$ cat config.mk
export PLATFORM = sky130hd
export DESIGN_NAME = scan_sched
export DESIGN_NICKNAME = d
export VERILOG_FILES = /design/src/rtl/scan_sched.sv
export SDC_FILE = /design/constraint.sdc
export NUM_CORES = 1
export LEC_CHECK = 0
export CAP_MARGIN = 20
export CORE_MARGIN = 10
export CORE_UTILIZATION = 50
export CTS_BUF_LIST = sky130_fd_sc_hd__clkbuf_16
export DETAILED_ROUTE_END_ITERATION = 16
export PLACE_DENSITY_LB_ADDON = 0.25
export SETUP_SLACK_MARGIN = 0.4
export SLEW_MARGIN = 20
export SYNTH_ARGS = -nofsm -noshare
export SYNTH_HDL_FRONTEND = slang
export SYNTH_SLANG_ARGS = --single-unit
$ cat constraint.sdc
create_clock -name clk -period 9.6 [get_ports clk]
set_input_delay 1.92 -clock clk [delete_from_list [all_inputs] [get_ports clk]]
set_output_delay 1.92 -clock clk [all_outputs]
set_load 0.005 [all_outputs]
$ cat src/rtl/scan_sched.sv
module scan_sched #(
  parameter int CW       = 20,
  parameter int NW       = 10,
  parameter int AW       = 4,
  parameter int NT       = 3,
  parameter int LINE_CYC = 114,
  parameter int STEAL    = 9,
  parameter int LINES    = 312,
  parameter int IRQ_COST = 7
) (
  input  logic                      clk,
  input  logic                      rst,
  input  logic                      run_start,
  input  logic [NW-1:0]             run_lines,
  input  logic [AW-1:0]             adv,
  input  logic                      irq_mask,
  input  logic                      flag_clr,
  input  logic [NT-1:0]             tmr_load,
  input  logic [CW-1:0]             tmr_value,
  input  logic [NT-1:0]             irq_ack,
  output logic [$clog2(LINES)-1:0]  line_no,
  output logic [7:0]                irq_status,
  output logic                      irq_take,
  output logic [3:0]                irq_cost,
  output logic                      run_done,
  output logic [CW-1:0]             cyc_now
);
  localparam int LW = $clog2(LINES);
  localparam logic [NT-1:0] ALL1 = '1;

  logic          running;
  logic [NW-1:0] left;
  logic [CW-1:0] nl, limit, c1, base;
  logic [CW-1:0] texp [NT];
  logic [NT-1:0] act, st, hit, st_n;
  logic          line_hit, last;

  assign line_hit = running && (cyc_now >= nl);
  assign last     = line_hit && (left == NW'(1));
  assign c1       = cyc_now + (line_hit ? CW'(STEAL) : '0);
  assign base     = last ? c1 - limit : cyc_now;

  always_comb
    for (int i = 0; i < NT; i++)
      hit[i] = running && !last && act[i] && !tmr_load[i] && (c1 >= texp[i]);

  assign st_n       = (st | irq_ack) & ~hit;
  assign irq_take   = running && !last && !irq_mask &&
                      (line_hit || (|hit) || flag_clr) && (st_n != ALL1);
  assign irq_cost   = irq_take ? 4'(IRQ_COST) : 4'd0;
  assign irq_status = {{(8-NT){1'b1}}, st};

  always_ff @(posedge clk) begin
    if (rst) begin
      running  <= 1'b0;
      left     <= '0;
      nl       <= '0;
      limit    <= '0;
      cyc_now  <= '0;
      line_no  <= '0;
      st       <= '1;
      act      <= '0;
      run_done <= 1'b0;
      for (int i = 0; i < NT; i++) texp[i] <= '0;
    end else begin
      run_done <= 1'b0;
      st       <= st_n;
      for (int i = 0; i < NT; i++) begin
        if (tmr_load[i]) begin
          texp[i] <= base + tmr_value;
          act[i]  <= 1'b1;
        end else if (hit[i]) begin
          act[i]  <= 1'b0;
        end else if (last && act[i]) begin
          texp[i] <= (texp[i] > limit) ? texp[i] - limit : '0;
        end
      end
      if (!running) begin
        if (run_start && run_lines != '0) begin
          running <= 1'b1;
          left    <= run_lines;
          nl      <= CW'(LINE_CYC);
          limit   <= CW'(LINE_CYC) * CW'(run_lines);
        end
      end else begin
        if (line_hit)
          line_no <= (line_no == LW'(LINES-1)) ? '0 : line_no + 1'b1;
        if (last) begin
          running  <= 1'b0;
          run_done <= 1'b1;
          cyc_now  <= c1 - limit;
        end else begin
          cyc_now <= c1 + (irq_take ? CW'(IRQ_COST) : '0) + CW'(adv);
          if (line_hit) begin
            nl   <= nl + CW'(LINE_CYC);
            left <= left - 1'b1;
          end
        end
      end
    end
  end


  line_range_chk: assert property (@(posedge clk) disable iff (rst)
    line_no <= LW'(LINES-1));

  done_pulse_chk: assert property (@(posedge clk) disable iff (rst)
    run_done |=> !run_done);

  done_idle_chk: assert property (@(posedge clk) disable iff (rst)
    run_done |-> !running);

  idle_cyc_chk: assert property (@(posedge clk) disable iff (rst)
    !running |=> $stable(cyc_now));

  idle_fall_chk: assert property (@(posedge clk) disable iff (rst)
    !running |=> (($past(st) & ~st) == '0));

  take_gate_chk: assert property (@(posedge clk) disable iff (rst)
    irq_take |-> (!irq_mask && running));
endmodule

# == Yosys cells after proc, flatten, opt, wreduce, memory -nomap -nowiden ==
# Memory sizes are Yosys's and may differ from the RTL's.
# Index checks and enable logic that the tools add are counted.
# op_classes
add_sub_neg,11
multipliers,1
div,0
magnitude_cmp,7
eq_ne,5
shifts,0
muxes,59
bitwise_logic,10
n_reduce_logical,36
# ops
op,n
20-bit 2-to-1 mux,15
20-bit >= comparator,4
20-bit by 17-bit subtractor with 20-bit output,4
20-bit by 17-bit greater-than comparator with 1-bit output,3
20-bit by 4-bit adder with 20-bit output,2
10-bit 2-to-1 mux,4
1-bit 2-to-1 mux,36
20-bit adder,1
20-bit by 3-bit adder with 20-bit output,1
20-bit by 7-bit adder with 20-bit output (second input constant),1
1-bit logical AND,19
6-bit by 10-bit multiplier with 16-bit output (first input constant),1
10-bit by 1-bit equality test with 1-bit output (second input constant),1
10-bit nonzero test,1
10-bit by 1-bit subtractor with 10-bit output (second input constant),1
9-bit by 1-bit adder with 9-bit output (second input constant),1
9-bit equality test (second input constant),1
9-bit 2-to-1 mux,1
2-bit nonzero test,4
3-bit 2-to-1 mux,2
1-bit bitwise OR,6
1-bit zero test,5
4-bit 2-to-1 mux,1
2-bit AND reduction,2
11 further kinds,12
# totals
register_bits,83
latch_bits,0
ram_bits,60
romBits,0
in_bits,45
output_inout_bits,43
elab_cells,141
n_memories,1
# memory_table
name,depth,width,rd,rd_ports_with_merged_regs,wr,line_no,rtl
texp,3,20,3,0,3,34,logic [CW-1:0] texp [NT];

# == Depth between registers and ports, before layout ==
# depth
ltp_word,17
ltp_mapped,37
depth_no_buf,36

# == Worst setup path before layout ==
# Ideal clock, no wire load.
# synth_timing
path_type,register -> register
start,register cyc_now[14]
end,register cyc_now[17]
setup_ns,0.086
arrival_ns,7.500
path_slack_ns,2.015
stages_incl_launch_ff,36
path_buffers,1
cell_sequence,dfxtp_1 ha_1 nand4_1 nor4_4 nand3_2 a31oi_1 buf_4 and2_1 ha_1 a21oi_1 a311oi_4 or2_2 nand2_1 xnor2_1 ha_1 a211o_1 o211ai_1 a21oi_1 a221o_1 a41oi_1 nor3_1 o41ai_1 fa_1 inv_1 ha_1 inv_1 fa_1 nor2b_1 o21ai_0 nand2b_1 and2_1 nand3_1 nor4b_2 a22oi_1 xor2_1 a211oi_1
# synth_via
elab_chain_cells,17
# synth_lines
item,line_no,rtl
from (decl),26,output logic [CW-1:0] cyc_now
from (signal assigned),91,cyc_now <= c1 - limit;
from (signal assigned),93,cyc_now <= c1 + (irq_take ? CW'(IRQ_COST) : '0) + CW'(adv);
branches (longest 16 deep; another with 20-bit >= comparator),-,
20-bit 2-to-1 mux *,88,if (last) begin
# Mark *: on every way between the ends.
# A chain may end at the register's enable or synchronous reset.

# == Final worst setup path ==
# layout_timing
start,register cyc_now[18]
end,register cyc_now[17]
# Same word-level chain as after synthesis.

==> flow_summary.json <==
{
  "crit_top_cell": "ha_1",
  "critPathRequiredTime_ps": 9960,
  "tightestPinTransition_ps": 1100,
  "drc": 0,
  "finalPower_mw": 3.02,
  "drt-initial-drc-count": 1495,
  "cts_tree": "built",
  "drive_above_1_share": 0.0492,
  "ys_seq_elements": 142,
  "finalNetCount": 2093,
  "synth_area_mm2": 0.0144,
  "ir_worst_vdd_mv": 0.127,
  "num_antenna_cells": 0,
  "yosysSeqAreaShare": 0.239,
  "worst_slack_ps": 1030,
  "layoutNonFillerInstCount": 2213,
  "syn_avg_cell_area_um2": 8.22,
  "powerDensity_mw_per_mm2": 186,
  "first_global_vias": 12500,
  "slew_violations": 0,
  "timing.fmax_mhz": 117,
  "start_util": 0.504,
  "syn-instance-count": 1756,
  "status": "finished, final reports clean",
  "setup.worst_path.start_class": "flop",
  "synth-edff-count": 60,
  "die_height_um": 190,
  "hold_viol": 0,
  "drv_cap": 0,
  "whs_ps": 458,
  "yosysWarnings": 0,
  "num_rows": 62,
  "post_cts_buffers": 0,
  "clock_sinks": 142,
  "fillers": 2609,
  "io-pin-count": 88,
  "die-area_mm2": 0.0361,
  "worst-path-max-fanout": 9,
  "cp_data_arrival_time_ps": 8940,
  "tns_ps": 0,
  "wl_per_cell_um": 20.9,
  "clock_tree.buffer_depth": 2,
  "clk_latency_ps": 450,
  "vias": 13300,
  "fin_util": 0.567,
  "rsz0062_at_grt": "false",
  "worstHoldPathType": "reg2reg",
  "final_common_cell": "ha_1",
  "antenna_found_initial": 0,
  "dr.pass1.iters": 5,
  "ys_types": 85,
  "period_needed_ps": 8570,
  "viasPerCell": 6.02,
  "gp_congestion": 0.979,
  "cts_max_level": 4,
  "place_ws_ps": 839,
  "layout.cells.most_common_list": "ha_1 (207), nor2_1 (169), inv_1 (164), nand2_1 (164), a21oi_1 (122)",
  "setup_viol": 0,
  "area_growth_pct": 12.4,
  "place_area_mm2": 0.0156,
  "cp_slowest_cell": "dfxtp_1",
  "coreArea_mm2": 0.0286,
  "leakagePower_nw": 7.13,
  "overflow": 0,
  "fin_crit_sh": 0.893,
  "grt_pass1_wl_um": 71800,
  "synth_ff_type": "dfxtp_1",
  "cp_slowest_stage_delay_ps": 570,
  "skew_ps": 12.1,
  "ant_nets": 0,
  "crit_type": "reg2reg",
  "final_area_mm2": 0.0162,
  "die_x_um": 190,
  "grt_usage": 0.252,
  "synthArstFlopShare": 0,
  "root_buffer": "clkbuf_16",
  "cts_made_buffers": 17,
  "routed_wl_um": 46300,
  "port_buffers": 81,
  "dpl.cell_count": 2182,
  "grt_max_degree": 66,
  "max-slew-margin-rel": 0.268,
  "dp_hpwl_um": 35700,
  "end_kind": "flop",
  "cts.reportedPaths.clkPinSlew_ps": 70
}
## state kept, by name, summed over array words and instances, names as in the netlist
name      count
limit        16
line_no       9
act           3
left         10
nl           19
run_done      1
running       1
cyc_now      20
texp         60
st            3
## kinds of logic after synthesis
logic type | share of synthesized area
buffers and inverters | 0.0632
AND/OR/NAND/NOR | 0.187
XOR/XNOR | 0.0859
adder cells (fa/ha/maj) | 0.213
other | 0.000520
AO/OA/AOI/OAI | 0.208
flip-flops | 0.239
multiplexers | 0.00347
## final timing paths
path                                               start                        to  slack (ps)  cells after the start
worst max-delay path            cyc_now[18]$_SDFFE_PP0P_  cyc_now[17]$_SDFFE_PP0P_        1030                     33
worst min-delay path               limit[6]$_SDFFE_PP0P_     limit[6]$_SDFFE_PP0P_         460                      2
worst max register to register  cyc_now[18]$_SDFFE_PP0P_  cyc_now[17]$_SDFFE_PP0P_        1030                     33
worst min register to register     limit[6]$_SDFFE_PP0P_     limit[6]$_SDFFE_PP0P_         460                      2
## cell type report
type / instances / area (um^2) / area share
Clock inverter: 12 / 129 / 0.00794
Clock buffer: 19 / 475 / 0.0293
Multi-Input combinational cell: 1390 / 10100 / 0.624
Timing Repair Buffer: 101 / 960 / 0.0592
Sequential cell: 142 / 3440 / 0.212
Tap cell: 384 / 480 / 0.0296
Inverter: 165 / 619 / 0.0382
## power by group
part | leakage, nW | switching [mW] | internal, mW
Combinational | 5.50 | 0.901 | 0.640
Sequential | 1.32 | 0.0621 | 0.707
Clock | 0.304 | 0.295 | 0.413
Total | 7.13 | 1.26 | 1.76
## synth_stat cells (22+ instances only)
master	instances	area share
dfxtp_1	82	0.11
nand3_1	38	0.013
nand2_1	164	0.043
ha_1	207	0.18
nor3_1	39	0.014
xnor2_1	89	0.054
nand4_1	27	0.012
a21o_1	63	0.033
a21oi_1	122	0.042
nor2_1	169	0.044
a22oi_1	24	0.012
and3_1	22	0.0095
xor2_1	42	0.025
o21ai_0	76	0.026
clkbuf_1	39	0.010
edfxtp_1	60	0.12
inv_1	164	0.043
fa_1	24	0.033
## layer usage
layer	vias to the layer above	wire, um	track usage
li1	6366	-	-
met1	6285	20800	0.355
met2	607	20300	0.386
met3	74	4060	0.0401
met4	0	1170	0.0778
met5	-	0	0
## critical path: cells and delay by family, from the launching register on
family,cells,cell delay (ps)
compound gates,12,3000
simple gates,11,2300
fa+ha+maj,6,1860
xor+xnor,2,620
flops,1,570
buf+inv,2,130
## repair_timing
action | in CTS | in global routing
hold endpoints to repair | 0 | 0
resized for setup | 0 | 2
hold buffers | 0 | 0
setup endpoints to repair | 0 | 6
Power figures use the tool's default switching activity.
